`config.mk`:
```
export PLATFORM = sky130hd
export DESIGN_NAME = npc_sequencer
export DESIGN_NICKNAME = d
export VERILOG_FILES = /design/src/rtl/npc_pkg.sv /design/src/rtl/npc_decode.sv /design/src/rtl/npc_targets.sv /design/src/rtl/npc_pc_reg.sv /design/src/rtl/npc_sequencer.sv
export SDC_FILE = /design/constraint.sdc
export NUM_CORES = 1
export LEC_CHECK = 0
export ABC_AREA = 1
export BUFFER_PORTS_ARGS = -buffer_cell sky130_fd_sc_hd__buf_2
export CAP_MARGIN = 20
export CORE_MARGIN = 10
export CORE_UTILIZATION = 52
export CTS_BUF_LIST = sky130_fd_sc_hd__clkbuf_4 sky130_fd_sc_hd__clkbuf_8
export DETAILED_ROUTE_END_ITERATION = 6
export PLACE_DENSITY = 0.88
export SLEW_MARGIN = 10
export SYNTH_ARGS = -nofsm -noshare
export SYNTH_HDL_FRONTEND = slang
export SYNTH_SLANG_ARGS = --single-unit
```
`constraint.sdc`:
```
create_clock -name clk -period 2.4 [get_ports clk]
set_input_delay 0.12 -clock clk [delete_from_list [all_inputs] [get_ports clk]]
set_output_delay 0.12 -clock clk [all_outputs]
set_load 0.05 [all_outputs]
```
`src/rtl/npc_pkg.sv`:
```
package npc_pkg;
  parameter int XLEN     = 32;
  parameter int OPC_W    = 6;
  parameter int IMM_W    = 16;
  parameter int JFIELD_W = 26;
  parameter int ALIGN    = 2;
  localparam int OPC_LSB  = XLEN - OPC_W;
  localparam int REGION_W = XLEN - JFIELD_W - ALIGN;

  typedef logic [XLEN-1:0] addr_t;
  typedef enum logic [1:0] {NPC_SEQ = 2'd0, NPC_BRANCH = 2'd1, NPC_JUMP = 2'd2} npc_sel_e;

  // Sequential step: one aligned word.
  function automatic addr_t seq_addr(addr_t cur);
    return cur + addr_t'(1 << ALIGN);
  endfunction

  // PC-relative target: link plus sign-extended, word-scaled displacement.
  function automatic addr_t branch_addr(addr_t link, logic [IMM_W-1:0] imm);
    addr_t ext;
    ext = {{(XLEN-IMM_W){imm[IMM_W-1]}}, imm};
    return link + (ext << ALIGN);
  endfunction

  // Pseudo-direct target: region bits of link, field, alignment zeros.
  function automatic addr_t jump_addr(addr_t link, logic [JFIELD_W-1:0] field);
    return {link[XLEN-1 -: REGION_W], field, {ALIGN{1'b0}}};
  endfunction
endpackage

```
`src/rtl/npc_decode.sv`:
```
module npc_decode
  import npc_pkg::*;
#(
  parameter logic [OPC_W-1:0] BEQ_OPC = 6'd4,
  parameter logic [OPC_W-1:0] BNE_OPC = 6'd5,
  parameter logic [OPC_W-1:0] JMP_OPC = 6'd2
) (
  input  logic [OPC_W-1:0] opcode,
  input  logic             zero,
  output logic             is_beq,
  output logic             is_bne,
  output logic             is_jmp,
  output logic             br_taken,
  output npc_sel_e         sel
);
  always_comb begin
    is_beq   = (opcode == BEQ_OPC);
    is_bne   = (opcode == BNE_OPC);
    is_jmp   = (opcode == JMP_OPC);
    br_taken = (is_beq && zero) || (is_bne && !zero);
    if (is_jmp)        sel = NPC_JUMP;
    else if (br_taken) sel = NPC_BRANCH;
    else               sel = NPC_SEQ;
  end
endmodule

```
`src/rtl/npc_targets.sv`:
```
module npc_targets
  import npc_pkg::*;
(
  input  addr_t                cur_pc,
  input  logic [IMM_W-1:0]     imm,
  input  logic [JFIELD_W-1:0]  jfield,
  output addr_t                tgt_seq,
  output addr_t                tgt_br,
  output addr_t                tgt_jmp
);
  always_comb begin
    tgt_seq = seq_addr(cur_pc);
    tgt_br  = branch_addr(tgt_seq, imm);
    tgt_jmp = jump_addr(tgt_seq, jfield);
  end
endmodule

```
`src/rtl/npc_pc_reg.sv`:
```
module npc_pc_reg #(
  parameter int          W         = 32,
  parameter logic [W-1:0] RESET_VAL = '0
) (
  input  logic         clk,
  input  logic         rst,
  input  logic [W-1:0] d,
  output logic [W-1:0] q
);
  always_ff @(posedge clk) begin
    if (rst) q <= RESET_VAL;
    else     q <= d;
  end
endmodule

```
`src/rtl/npc_sequencer.sv`:
```
module npc_sequencer
  import npc_pkg::*;
#(
  parameter logic [OPC_W-1:0] BEQ_OPC = 6'd4,
  parameter logic [OPC_W-1:0] BNE_OPC = 6'd5,
  parameter logic [OPC_W-1:0] JMP_OPC = 6'd2
) (
  input  logic                       clk,
  input  logic                       rst,
  input  logic [npc_pkg::XLEN-1:0]   instr,
  input  logic                       alu_zero,
  output logic [npc_pkg::XLEN-1:0]   pc,
  output logic [npc_pkg::XLEN-1:0]   pc_plus4
);
  logic [OPC_W-1:0]    opcode_w;
  logic [IMM_W-1:0]    imm_w;
  logic [JFIELD_W-1:0] jfield_w;
  logic                is_beq_w, is_bne_w, is_jmp_w, br_taken_w;
  npc_sel_e            sel_w;
  addr_t               tgt_seq_w, tgt_br_w, tgt_jmp_w, pc_next_w;

  assign opcode_w = instr[XLEN-1 -: OPC_W];
  assign imm_w    = instr[IMM_W-1:0];
  assign jfield_w = instr[JFIELD_W-1:0];

  npc_decode #(.BEQ_OPC(BEQ_OPC), .BNE_OPC(BNE_OPC), .JMP_OPC(JMP_OPC)) u_dec (
    .opcode(opcode_w), .zero(alu_zero), .is_beq(is_beq_w), .is_bne(is_bne_w),
    .is_jmp(is_jmp_w), .br_taken(br_taken_w), .sel(sel_w)
  );

  npc_targets u_tgt (
    .cur_pc(pc), .imm(imm_w), .jfield(jfield_w),
    .tgt_seq(tgt_seq_w), .tgt_br(tgt_br_w), .tgt_jmp(tgt_jmp_w)
  );

  always_comb begin
    unique case (sel_w)
      NPC_BRANCH: pc_next_w = tgt_br_w;
      NPC_JUMP:   pc_next_w = tgt_jmp_w;
      default:    pc_next_w = tgt_seq_w;
    endcase
  end

  npc_pc_reg #(.W(XLEN), .RESET_VAL('0)) u_pc (
    .clk(clk), .rst(rst), .d(pc_next_w), .q(pc)
  );

  assign pc_plus4 = tgt_seq_w;
endmodule

```
==> impl_metrics.json, run 1 <==
{
  "syn_avg_cell_area_sq_um": 5.45,
  "yosysMostFrequentCell": "nand2_1",
  "failing_step": "global routing (5_1_grt)",
  "status": "stopped before the end",
  "worstEpCategory": "register data pin",
  "synth-edff-count": 0,
  "yosys-top-cells-count": "nand2_1, inv_1, nor2_1, nand3_1, a21oi_1",
  "synth_warnings": 0,
  "syn_inst": 841,
  "async_flop_share_pct": 0,
  "place_ws_ns": -0.607,
  "ios": 99,
  "clock_path_buffers": 2,
  "grt_worst_setup_endpoint": "u_pc.q[28]$_SDFF_PP0_/D",
  "grt_overflow": 5,
  "synth_top_cell_by_area": "nand2_1",
  "hold_buffers": 0,
  "netlist_area_sq_um": 4580,
  "synth_top_area_share_pct": 24.8,
  "dieWidth_um": 114,
  "cts_made_buffers": 5,
  "cts.sinks": 30,
  "place_congestion": 1.06,
  "grt_use_total_pct": 67.2,
  "initial_core_util_pct": 53.1,
  "yosysSeqAreaShare_pct": 13.1,
  "ys_seq_elements": 30,
  "synth_ff_type": "dfxtp_1",
  "htree_levels": 2,
  "grt_max_degree": 29,
  "dp_hpwl_um": 15100,
  "ys_types": 43,
  "error_line": "[ERROR GRT-0232] Routing congestion too high. Check the congestion heatmap in the GUI.",
  "port_buffers": 94,
  "num_rows": 34,
  "ys_top_cells_by_area": "nand2_1, dfxtp_1, inv_1",
  "cts_root_buf": "clkbuf_8",
  "die_h_um": 114
}
==> cell families after synthesis <==
family                     count (synthesis)  synth area share, %
other                                      1               0.0818
adders and majority gates                 37                 10.3
and+or+nand+nor                          489                 46.4
xor gates and xnor gates                  21                 4.51
AOI/OAI and AO/OA                         88                 10.8
DFF                                       30                 13.1
buffers and inverters                    175                 14.8
==> routing by layer <==
layer | overflow | track usage, %
met1 | 0 | 64.4
met2 | 2 | 80.1
met3 | 0 | 60.1
met4 | 3 | 64.7
met5 | 0 | 34.5
==> metrics by stage <==
| stage | area, sq um | hold WS [ns] | cells | setup TNS, ns |
|---|---|---|---|---|
| after floorplan | 4890 | 0.279 | 844 | -6.93 |
| after global placement | 6310 | 0.402 | 1151 | -5.41 |
| after detailed placement | 6310 | 0.409 | 1151 | -7.55 |
| after CTS | 7260 | 0.103 | 1180 | -3.02 |
==> timing repair <==
| item | in CTS |
|---|---|
| setup endpoints to repair | 24 |
| pin swaps | 57 |
| resized for setup | 161 |
| setup buffers | 21 |
==> run 2: changes to the inputs <==
--- a/config.mk
+++ b/config.mk
@@ -9,10 +9,9 @@
 export BUFFER_PORTS_ARGS = -buffer_cell sky130_fd_sc_hd__buf_2
 export CAP_MARGIN = 20
 export CORE_MARGIN = 10
-export CORE_UTILIZATION = 52
-export CTS_BUF_LIST = sky130_fd_sc_hd__clkbuf_4 sky130_fd_sc_hd__clkbuf_8
+export CORE_UTILIZATION = 40
 export DETAILED_ROUTE_END_ITERATION = 6
-export PLACE_DENSITY = 0.88
+export PLACE_DENSITY_LB_ADDON = 0.15
 export SLEW_MARGIN = 10
 export SYNTH_ARGS = -nofsm -noshare
 export SYNTH_HDL_FRONTEND = slang
==> constraint.sdc (replaced) <==
create_clock -name clk -period 3.1 [get_ports clk]
set_input_delay 0.155 -clock clk [delete_from_list [all_inputs] [get_ports clk]]
set_output_delay 0.155 -clock clk [all_outputs]
set_load 0.05 [all_outputs]
==> impl_metrics.json, run 2 <==
{
  "place_congestion": 0.969,
  "cp.required_ns": 3.25,
  "clock_latency_ns": 0.28,
  "seq_power_share_pct": 30.5,
  "period_needed_ns": 2.97,
  "yosysMostFrequentCell": "nand2_1",
  "r2r_cells": 17,
  "cp-end-kind": "flop",
  "intPower_uw": 853,
  "finalNetCount": 1035,
  "switching_share_pct": 37.1,
  "cts.sinks": 30,
  "clock_skew_ns": 0.00532,
  "async_flop_share_pct": 0,
  "drt-pass1-iter-count": 5,
  "worstSetupStartpointType": "flop",
  "final_common_cell": "nand2_1",
  "holdWs_ns": 0.157,
  "drtIter0Drc": 378,
  "maxCapViolations": 0,
  "cts_tree": "done",
  "synth_top_area_share_pct": 24.8,
  "syn_inst": 841,
  "setup_viol_count_final": 0,
  "dp_hpwl_um": 15100,
  "p_clk_share_pct": 36.3,
  "rsz0062_at_grt": "true",
  "crit_type": "flop to flop",
  "netlist_area_sq_um": 4580,
  "antenna_found_initial": 0,
  "crit_fanout": 5,
  "via_count": 5398,
  "dieArea_sq_um": 16100,
  "grt_pass1_wl_um": 27500,
  "n_antenna_cell": 0,
  "viasPerCell": 4.88,
  "utilization_pct": 51.4,
  "relSlewSlack_pct": 51.7,
  "die_h_um": 127,
  "synth-edff-count": 0,
  "core_area_sq_um": 11300,
  "yosysSeqAreaShare_pct": 13.1,
  "setup-tns-final_ns": 0,
  "num_rows": 39,
  "syn_avg_cell_area_sq_um": 5.45,
  "synth_ff_type": "dfxtp_1",
  "worst_pin_slew_ns": 0.722,
  "routedWlPerCell_um": 15.8,
  "most-common-layout-cells": "nand2_1, inv_1, buf_2",
  "largest_reg_flops": 30,
  "slew_violations": 0,
  "synth_top_cell_by_area": "nand2_1",
  "power.total_mw": 1.36,
  "ir_drop_mv": 0.169,
  "syn_to_final_growth_pct": 27.1,
  "hold_buffers": 0,
  "ys_seq_elements": 30,
  "arrival_ns": 3.12,
  "clock_path_buffers": 2,
  "initial_core_util_pct": 40.5,
  "holdPathStages": 3,
  "p_sw_uw": 503,
  "grt_use_total_pct": 21.1,
  "drc_errors": 0,
  "timing.fmax_mhz": 336,
  "power_density_nw_per_um2": 233,
  "hold_class": "input pin to flop",
  "yosys-top-cells-count": "nand2_1, inv_1, nor2_1, nand3_1, a21oi_1",
  "cts_root_buf": "clkbuf_16",
  "ys_types": 43,
  "grt_max_degree": 29,
  "path_clk_slew_ns": 0.05,
  "p_leak_nw": 3.34,
  "status": "complete, no violations",
  "dieWidth_um": 127,
  "ios": 99,
  "postRouteAntennaNets": 0,
  "drive_gt1_share_pct": 23.1,
  "htree_levels": 2,
  "synth_warnings": 0,
  "drt-total-wl_um": 17500,
  "cts_made_buffers": 5,
  "p_comb_share_pct": 33.2,
  "largestRegisters": "u_pc.q x30",
  "ys_top_cells_by_area": "nand2_1, dfxtp_1, inv_1",
  "first_global_vias": 5234,
  "grt_overflow": 0,
  "regMostFlops": "u_pc.q",
  "period_share_pct": 95.9,
  "port_buffers": 94,
  "hold_viol": 0
}
==> run 2: cell counts after synthesis <==
Identical to the previous run, type by type.
==> run 2: kinds of logic after synthesis <==
group	synth area share [%]
XOR/XNOR	4.51
buffers and inverters	14.8
AO/OA/AOI/OAI	10.8
flip-flops	13.1
AND/OR/NAND/NOR	46.4
adder cells (fa/ha/maj)	10.3
other	0.0818
==> run 2: worst paths after layout <==
kind | to | startpoint | slack (ns)
max | u_pc.q[26]$_SDFF_PP0_ | u_pc.q[7]$_SDFF_PP0_ | 0.13
min | u_pc.q[2]$_SDFF_PP0_ | instr[0] | 0.16
max reg2reg | u_pc.q[26]$_SDFF_PP0_ | u_pc.q[7]$_SDFF_PP0_ | 0.13
min reg2reg | u_pc.q[30]$_SDFF_PP0_ | u_pc.q[30]$_SDFF_PP0_ | 0.69
==> run 2: cell type report <==
cell class / count / area, sq um
sequential: 30 / 616
multi-input combinational: 639 / 3570
inverter: 162 / 612
tap: 143 / 179
timing repair buffer: 125 / 703
clock inverter: 1 / 5.00
fill: 1226 / 5500
clock buffer: 7 / 143
==> run 2: worst max-delay path, cell delays in order (launching register included) <==
cell and delay, ns:
dfxtp_1 0.37, nand2_2 0.09, nor2_2 0.22, nand2_1 0.15, nor2_1 0.17, nand3_1 0.12, nand2_1 0.10, inv_1 0.10
ha_2 0.41, nand2_1 0.15, nor2_1 0.17, inv_1 0.08, nor3_2 0.19, nand3_1 0.19, nand3_1 0.11, nand2_1 0.05
nand3_1 0.10, a21oi_1 0.07
==> run 2: layer usage <==
layer	track usage (%)	up-vias	part of all wire [%]
met4	7.90	0	3.0
met5	0	-	0
met1	28.9	2388	48
li1	-	2823	-
met3	2.73	33	5.2
met2	32.9	154	44
==> run 2: power groups by stage <==
stage / sequential (mW) / clock (mW) / combinational (mW)
2_1_floorplan: 0.455 / 0 / 0.265
3_3_place_gp: 0.419 / 0 / 0.431
3_5_place_dp: 0.419 / 0 / 0.429
4_1_cts: 0.411 / 0.497 / 0.431
5_1_grt: 0.415 / 0.516 / 0.495
6_report: 0.413 / 0.492 / 0.450
==> run 2: metrics by stage <==
step | std cells | instance area [sq um] | setup WS [ns]
floorplan | 844 | 4680 | -0.0492
global placement | 1097 | 5480 | 0.0590
detailed placement | 1097 | 5480 | 0.0517
CTS | 1105 | 5630 | 0.0361
global route | 1107 | 5820 | -0.0332
finish | 1107 | 5820 | 0.127
==> run 2: what timing repair did <==
action / 4_1_cts / 5_1_grt
setup endpoints to repair: 0 / 17
buffers inserted: 0 / 2
hold endpoints to repair: 0 / 0
gates resized for setup: 0 / 45
Power figures use the tool's default switching activity.
